### config.mk
export PLATFORM = sky130hd
export DESIGN_NAME = fwd_interlock
export DESIGN_NICKNAME = d
export VERILOG_FILES = /design/src/rtl/fwdi_pkg.sv /design/src/rtl/fwdi_src_decode.sv /design/src/rtl/fwdi_dst_decode.sv /design/src/rtl/fwdi_bypass.sv /design/src/rtl/fwdi_interlock.sv /design/src/rtl/fwd_interlock.sv
export SDC_FILE = /design/constraint.sdc
export NUM_CORES = 1
export LEC_CHECK = 0
export BUFFER_PORTS_ARGS = -buffer_cell sky130_fd_sc_hd__buf_2
export CAP_MARGIN = 20
export CELL_PAD_IN_SITES_DETAIL_PLACEMENT = 0
export CELL_PAD_IN_SITES_GLOBAL_PLACEMENT = 2
export CORE_MARGIN = 10
export CORE_UTILIZATION = 13
export DETAILED_ROUTE_END_ITERATION = 6
export PLACE_DENSITY = 0.92
export SYNTH_ARGS = -nofsm -noshare
export SYNTH_HDL_FRONTEND = slang
export SYNTH_SLANG_ARGS = --single-unit
export TNS_END_PERCENT = 30
### constraint.sdc
create_clock -name vclk -period 4.7
set_input_delay 1.175 -clock vclk [all_inputs]
set_output_delay 1.175 -clock vclk [all_outputs]
set_load 0.01 [all_outputs]
### src/rtl/fwdi_pkg.sv
package fwdi_pkg;
    typedef enum logic [2:0] {
        K_NOP     = 3'd0,
        K_ALU_RR  = 3'd1,
        K_ALU_IMM = 3'd2,
        K_LOAD    = 3'd3,
        K_STORE   = 3'd4,
        K_BRANCH  = 3'd5
    } kind_e;

    typedef enum logic [1:0] {
        SEL_REGFILE = 2'b00,
        SEL_MEMSTG  = 2'b01,
        SEL_WBSTG   = 2'b10
    } sel_e;

    // producer filter variants for the destination decoder
    localparam int PROD_ANY  = 0;
    localparam int PROD_ALU  = 1;
    localparam int PROD_LOAD = 2;
endpackage

### src/rtl/fwdi_src_decode.sv
module fwdi_src_decode
    import fwdi_pkg::*;
#(
    parameter int INSN_W   = 32,
    parameter int RA_W     = 5,
    parameter int SRC1_POS = 6,
    parameter int SRC2_POS = 11
) (
    input  logic [INSN_W-1:0] insn,
    input  logic [2:0]        kind,
    output logic [RA_W-1:0]   src1,
    output logic [RA_W-1:0]   src2,
    output logic              rd1,
    output logic              rd2
);
    localparam int S1_LO = INSN_W - SRC1_POS - RA_W;
    localparam int S2_LO = INSN_W - SRC2_POS - RA_W;

    kind_e k;

    always_comb begin
        k    = kind_e'(kind);
        src1 = insn[S1_LO +: RA_W];
        src2 = insn[S2_LO +: RA_W];
        rd1  = 1'b0;
        rd2  = 1'b0;
        unique case (k)
            K_ALU_RR:                     begin rd1 = 1'b1; rd2 = 1'b1; end
            K_STORE:                      begin rd1 = 1'b1; rd2 = 1'b1; end
            K_ALU_IMM, K_LOAD, K_BRANCH:  rd1 = 1'b1;
            default:                      ;
        endcase
    end
endmodule

### src/rtl/fwdi_dst_decode.sv
module fwdi_dst_decode
    import fwdi_pkg::*;
#(
    parameter int INSN_W  = 32,
    parameter int RA_W    = 5,
    parameter int DLO_POS = 11,
    parameter int DHI_POS = 16,
    parameter int MODE    = PROD_ANY
) (
    input  logic [INSN_W-1:0] insn,
    input  logic [2:0]        kind,
    output logic [RA_W-1:0]   dst,
    output logic              wr
);
    localparam int DL_LO = INSN_W - DLO_POS - RA_W;
    localparam int DR_LO = INSN_W - DHI_POS - RA_W;

    kind_e k;
    logic  cls_ok;

    always_comb begin
        k   = kind_e'(kind);
        dst = '0;
        unique case (k)
            K_ALU_RR:          dst = insn[DR_LO +: RA_W];
            K_ALU_IMM, K_LOAD: dst = insn[DL_LO +: RA_W];
            default:           dst = '0;
        endcase
    end

    generate
        if (MODE == PROD_ALU) begin : g_alu
            assign cls_ok = (k == K_ALU_RR) || (k == K_ALU_IMM);
        end else if (MODE == PROD_LOAD) begin : g_load
            assign cls_ok = (k == K_LOAD);
        end else begin : g_any
            assign cls_ok = (k == K_ALU_RR) || (k == K_ALU_IMM) || (k == K_LOAD);
        end
    endgenerate

    assign wr = cls_ok && (dst != '0);

    always_comb begin
        if (wr) begin
            p_writer_class_r6: assert (k != K_STORE && k != K_BRANCH && k != K_NOP);
        end
    end
endmodule

### src/rtl/fwdi_bypass.sv
module fwdi_bypass
    import fwdi_pkg::*;
#(
    parameter int RA_W = 5
) (
    input  logic [RA_W-1:0] src,
    input  logic            rd,
    input  logic [RA_W-1:0] mem_dst,
    input  logic            mem_wr,
    input  logic [RA_W-1:0] wb_dst,
    input  logic            wb_wr,
    output logic [1:0]      sel
);
    sel_e s;

    always_comb begin
        if (rd && mem_wr && (mem_dst == src))
            s = SEL_MEMSTG;
        else if (rd && wb_wr && (wb_dst == src))
            s = SEL_WBSTG;
        else
            s = SEL_REGFILE;
    end

    assign sel = s;

    always_comb begin
        p_sel_legal_r3: assert (sel != 2'b11);
        if (rd && mem_wr && wb_wr && mem_dst == src && wb_dst == src) begin
            p_young_first_r5: assert (sel == SEL_MEMSTG);
        end
    end
endmodule

### src/rtl/fwdi_interlock.sv
module fwdi_interlock #(
    parameter int RA_W = 5
) (
    input  logic [RA_W-1:0] id_src1,
    input  logic            id_rd1,
    input  logic [RA_W-1:0] id_src2,
    input  logic            id_rd2,
    input  logic [RA_W-1:0] ld_dst,
    input  logic            ld_wr,
    output logic            stall
);
    logic hit1, hit2;

    always_comb begin
        hit1  = id_rd1 && (id_src1 == ld_dst);
        hit2  = id_rd2 && (id_src2 == ld_dst);
        stall = ld_wr && (hit1 || hit2);
    end

    always_comb begin
        if (stall) begin
            p_stall_nonzero_r7: assert (ld_dst != '0);
        end
    end
endmodule

### src/rtl/fwd_interlock.sv
module fwd_interlock
    import fwdi_pkg::*;
#(
    parameter int INSN_W   = 32,
    parameter int RA_W     = 5,
    parameter int SRC1_POS = 6,
    parameter int SRC2_POS = 11,
    parameter int DRR_POS  = 16
) (
    input  logic [INSN_W-1:0] id_insn,
    input  logic [2:0]        id_kind,
    input  logic [INSN_W-1:0] ex_insn,
    input  logic [2:0]        ex_kind,
    input  logic [INSN_W-1:0] mem_insn,
    input  logic [2:0]        mem_kind,
    input  logic [INSN_W-1:0] wb_insn,
    input  logic [2:0]        wb_kind,
    output logic [1:0]        fwd_a,
    output logic [1:0]        fwd_b,
    output logic              stall_req
);
    localparam int NCONS = 2;  // consumers: decode, execute
    localparam int NPROD = 3;  // producers: execute, memory, write-back

    logic [INSN_W-1:0] c_insn [NCONS];
    logic [2:0]        c_kind [NCONS];
    logic [RA_W-1:0]   c_s1   [NCONS];
    logic [RA_W-1:0]   c_s2   [NCONS];
    logic              c_r1   [NCONS];
    logic              c_r2   [NCONS];

    logic [INSN_W-1:0] p_insn [NPROD];
    logic [2:0]        p_kind [NPROD];
    logic [RA_W-1:0]   p_dst  [NPROD];
    logic              p_wr   [NPROD];

    assign c_insn[0] = id_insn;  assign c_kind[0] = id_kind;
    assign c_insn[1] = ex_insn;  assign c_kind[1] = ex_kind;
    assign p_insn[0] = ex_insn;  assign p_kind[0] = ex_kind;
    assign p_insn[1] = mem_insn; assign p_kind[1] = mem_kind;
    assign p_insn[2] = wb_insn;  assign p_kind[2] = wb_kind;

    genvar gi;
    generate
        for (gi = 0; gi < NCONS; gi++) begin : g_src
            fwdi_src_decode #(
                .INSN_W(INSN_W), .RA_W(RA_W),
                .SRC1_POS(SRC1_POS), .SRC2_POS(SRC2_POS)
            ) u_src (
                .insn(c_insn[gi]), .kind(c_kind[gi]),
                .src1(c_s1[gi]), .src2(c_s2[gi]),
                .rd1(c_r1[gi]), .rd2(c_r2[gi])
            );
        end
        for (gi = 0; gi < NPROD; gi++) begin : g_dst
            // execute: loads only; memory: ALU only; write-back: any writer
            fwdi_dst_decode #(
                .INSN_W(INSN_W), .RA_W(RA_W),
                .DLO_POS(SRC2_POS), .DHI_POS(DRR_POS),
                .MODE(gi == 0 ? PROD_LOAD : (gi == 1 ? PROD_ALU : PROD_ANY))
            ) u_dst (
                .insn(p_insn[gi]), .kind(p_kind[gi]),
                .dst(p_dst[gi]), .wr(p_wr[gi])
            );
        end
    endgenerate

    fwdi_bypass #(.RA_W(RA_W)) u_byp_a (
        .src(c_s1[1]), .rd(c_r1[1]),
        .mem_dst(p_dst[1]), .mem_wr(p_wr[1]),
        .wb_dst(p_dst[2]), .wb_wr(p_wr[2]),
        .sel(fwd_a)
    );

    fwdi_bypass #(.RA_W(RA_W)) u_byp_b (
        .src(c_s2[1]), .rd(c_r2[1]),
        .mem_dst(p_dst[1]), .mem_wr(p_wr[1]),
        .wb_dst(p_dst[2]), .wb_wr(p_wr[2]),
        .sel(fwd_b)
    );

    fwdi_interlock #(.RA_W(RA_W)) u_lock (
        .id_src1(c_s1[0]), .id_rd1(c_r1[0]),
        .id_src2(c_s2[0]), .id_rd2(c_r2[0]),
        .ld_dst(p_dst[0]), .ld_wr(p_wr[0]),
        .stall(stall_req)
    );

    always_comb begin
        if (stall_req) begin
            p_stall_only_load_r8: assert (ex_kind == K_LOAD);
        end
        if (fwd_a == SEL_MEMSTG || fwd_b == SEL_MEMSTG) begin
            p_mem_src_alu_r9: assert (mem_kind == K_ALU_RR || mem_kind == K_ALU_IMM);
        end
        if (ex_kind == K_ALU_IMM || ex_kind == K_LOAD || ex_kind == K_BRANCH) begin
            p_imm_b_ignored_r10: assert (fwd_b == SEL_REGFILE);
        end
        if (ex_kind != K_NOP && ex_insn[INSN_W-SRC1_POS-1 -: RA_W] == '0) begin
            p_zero_no_fwd_r7: assert (fwd_a == SEL_REGFILE);
        end
    end
endmodule

### Word level (Yosys, flattened, before mapping)

Cells that the tools add are included.

* register bits: 0
* logic and storage cells: 61

* eq/ne operators: 22
* mux-type cells: 11
* reductions and logical operators: 28

Operators by type and width (count)
* == test 5 bit: 6
* case mux 5 bit (2 select lines): 3
* == test 3 x 2 -> 1 bit (second input constant): 8
* nonzero test 5 bit: 3
* logical AND 1 bit: 14
* == test 3 x 1 -> 1 bit (second input constant): 4
* == test 3 bit (second input constant): 4
* OR reduction 2 bit: 5
* OR reduction 5 bit: 2
* two-way mux 2 bit: 4
* logical OR 1 bit: 4
* two-way mux 1 bit: 4

### Logic depth before layout (Yosys ltp)

* word-level depth: 9
* depth in mapped cells: 6

### By module

A second synthesis with hierarchy kept.

* cells, all modules: 118
* area, all modules: 882.1 µm²

Modules (own cells, without submodules)
* fwdi_bypass: times used 2, cells each 16, area each 131.4 µm², seq. area each 0.0 µm²
* fwdi_src_decode: times used 2, cells each 14, area each 97.6 µm², seq. area each 0.0 µm²
* fwdi_dst_decode at g_dst[1].u_dst: times used 1, cells each 18, area each 121.4 µm², seq. area each 0.0 µm²
* fwdi_interlock: times used 1, cells each 15, area each 116.4 µm², seq. area each 0.0 µm²
* fwdi_dst_decode at g_dst[0].u_dst: times used 1, cells each 13, area each 93.8 µm², seq. area each 0.0 µm²
* fwdi_dst_decode at g_dst[2].u_dst: times used 1, cells each 12, area each 92.6 µm², seq. area each 0.0 µm²

### Worst setup path after synthesis

Ideal clock, no wire load.

* path type: input to output
* from: in mem_kind[2]
* to: out fwd_b[0]
* arrival: 2.528 ns
* data required time: 3.525 ns
* slack: 0.997 ns
* stages on the path: 6
* path buffers: 1
* cells stage by stage: buf_6 -> and4bb_1 -> nor3_1 -> or4b_4 -> nor4_4 -> and2_1

* longest elaborated chain between the ends: 8
* elaborated cells on any way between the ends: 12
* classes of those cells: eq/ne: 4; mux: 2; reduce/logical: 6

Ends and longest elaborated chain
* from (decl): RTL line fwd_interlock.sv:15 `input logic [2:0] mem_kind,`
* == test 3 x 2 -> 1 bit, on equally long branches: RTL line fwdi_dst_decode.sv:24, fwdi_dst_decode.sv:33
* OR reduction 2 bit: RTL line fwdi_dst_decode.sv:24 `unique case (k)`
* case mux 5 bit (2 select lines): RTL line fwdi_dst_decode.sv:24
* nonzero test 5 bit: RTL line fwdi_dst_decode.sv:41 `assign wr = cls_ok && (dst != '0);`
* logical AND 1 bit: RTL line fwdi_dst_decode.sv:41
* logical AND 1 bit
* logical AND 1 bit (*): RTL line fwdi_bypass.sv:17 `if (rd && mem_wr && (mem_dst == src))`
* two-way mux 2 bit (*): RTL line fwdi_bypass.sv:17
* to (decl): RTL line fwd_interlock.sv:19 `output logic [1:0] fwd_b,`

Every way passes the cells marked *; elsewhere a longest branch is shown, timed or not.

### Worst setup path after layout

* from: in mem_kind[1]
* to: out fwd_a[0]

* longest elaborated chain between the ends: 8
* elaborated cells on any way between the ends: 12
* classes of those cells: eq/ne: 4; mux: 2; reduce/logical: 6

Ends and longest elaborated chain
* == test 3 x 2 -> 1 bit, on equally long branches: RTL line fwdi_dst_decode.sv:24, fwdi_dst_decode.sv:33
* OR reduction 2 bit: RTL line fwdi_dst_decode.sv:24
* case mux 5 bit (2 select lines): RTL line fwdi_dst_decode.sv:24
* nonzero test 5 bit: RTL line fwdi_dst_decode.sv:41
* logical AND 1 bit: RTL line fwdi_dst_decode.sv:41
* logical AND 1 bit
* logical AND 1 bit (*): RTL line fwdi_bypass.sv:17
* two-way mux 2 bit (*): RTL line fwdi_bypass.sv:17
* to (decl): RTL line fwd_interlock.sv:18 `output logic [1:0] fwd_a,`

Marks and branches as above.

==> results.md <==
* Global-route wire length before repair at a little under 6000 um
* Layout Area Growth over Synthesis at 42.1%
* Core Rows at 30
* Fin. Hold Viols at 0
* Least-Margin Pin Slew at 0.532 ns
* # Post-CTS Setup Buffers at 0
* Final nets at 329
* Worst Path Max Fanout at 13
* Share of cells above drive strength 1 at 36.9%
* Power per cell area at 76.1 nW/um^2
* Most common library cell in the layout ignoring fill and taps: buf_2
* CP Launch Type: input pin
* Die area at 11000 um^2
* Max-cap viol count at 0
* Initial antenna violation count at 1
* Netlist cell types at 34
* Tcrit/Tclk final at a little under nine tenths
* Fin util at between 10% and 20%
* Die Y at 105 um
* Yosys top cell by area: xnor2_1
* CP Data Required Time at 3.52 ns
* # setup viols final at 0
* Setup TNS at 0 ns
* Leak at roughly 0.00057 uW
* Max-slew violation count at 0
* WL/cell at 13.7 um
* Synth top area cells: xnor2_1 11%, xor2_1 11%, a21oi_1 9.1%
* FF+latch count at 0
* Slew HR at approximately 64%
* Iter 0 DRT Violations at 47
* Antenna Nets Post-Route at 0
* Syn Area/Cell at between 7 and 8 um^2
* Hold path depth at 5
* N_diodes at 0
* Sequential fraction of the synthesis area at 0%
* Multi-input logic area at 888 um^2
* Critical Path AT at 2.85 ns
* Storage cell area at 0 um^2
* Number of fill cells at approximately 800
* Drt via density at 4.15
* Mapped Cells at 130
* HP Class: input pin to output pin
* Starting Density at 13.6%
* GPL Wtd Cong at just over 0.7
* Hold-fix buffers, CTS at 0
* Cell Area, Synth at 938 um^2
* Post-synth top area share at between 10% and 20%
* PostCTS Resize Cnt at 0
* Largest net degree at the start of global routing at 15
* Setup crit end kind: output pin
* F_max at 249 MHz
* Most frequent cells in the layout: 62 x buf_2, 17 x a21oi_1, 12 x xnor2_1, 12 x xor2_1, 11 x nand3_1
* YS warnings at 0
* RSZ-0062 raised after global routing: false
* # DRC at 0
* Clock buf count at 0
* Via Count at about 1200
* PortBufs at between 60 and 70
* Kind of critical path: input pin to output pin
* Placed instance area at 1330 um^2
* Vias in the first global route at 1181
* Worst VDD drop at 0.0000253 V
* Total global-route track usage at 6.34%
* Outcome: finished clean
* Final instance area at 1330 um^2
* WL final at 3880 um
* Min Hold Slack at 2.76 ns
* CORE AREA at a little under 7000 um^2
* HPWL Detailed at 3470 um
* Drt pass-1 iters at 4
* Minimum clock period at roughly 4.0 ns
* Num ports at 145
* Syn Nets at between 200 and 300
* Die W at roughly 100 um
* Congestion Overflow GR at 0
## Yosys cell counts, types with 4 or more instances
cell,number
a21oi_1,17
inv_1,4
nand2_1,8
nand3_1,11
nand3b_1,10
nand4_1,4
nand4bb_1,4
nor3_1,5
nor4bb_1,5
xnor2_1,12
xor2_1,12
## power breakdown
group / total (uW) / internal, uW / leakage (uW) / switching, uW
logic: 101 / 49.5 / 0.000574 / 52.0
registers: 0 / 0 / 0 / 0
clock network: 0 / 0 / 0 / 0
total: 101 / 49.5 / 0.000574 / 52.0
## critical path, cell delays in order
cell       delay, ns
buf_2           0.17
nand4bb_1       0.34
nand3_1         0.16
or4b_4          0.48
nor4_4          0.22
and2_1          0.16
buf_2           0.13
## path summary, 6_finish.rpt
path / startpoint / to / slack (ns)
setup / recovery: mem_kind[1] / fwd_a[0] / 0.68
hold / removal: id_insn[17] / stall_req / 2.76
## logic make-up after synthesis
kind of cell / after synthesis / share of synthesized area, %
buf+inv: 9 / 5.33
compound gates: 26 / 15.9
xor+xnor: 24 / 22.4
simple gates: 71 / 56.4
## stage by stage
stage | setup WS, ns | std cells | total power [uW]
floorplan | 0.997 | 130 | 61.5
global placement | 0.688 | 283 | 100
detailed placement | 0.666 | 283 | 102
CTS | 0.663 | 283 | 102
global route | 0.455 | 283 | 113
finish | 0.679 | 283 | 101
## routing by layer
| layer | vias up | routed length, um | GRT usage (%) |
|---|---|---|---|
| li1 | 608 | - | - |
| met3 | 2 | 174 | 1.04 |
| met2 | 31 | 1970 | 11.8 |
| met5 | - | 13 | 0 |
| met4 | 2 | 1 | 0 |
| met1 | 532 | 1720 | 7.81 |
## final cells by class
type                       instances  area share (%)
timing repair buffer              62            23.3
multi-input combinational        121            66.6
tap                               96            9.01
inverter                           4            1.13
(Power assumes the default switching activity.)
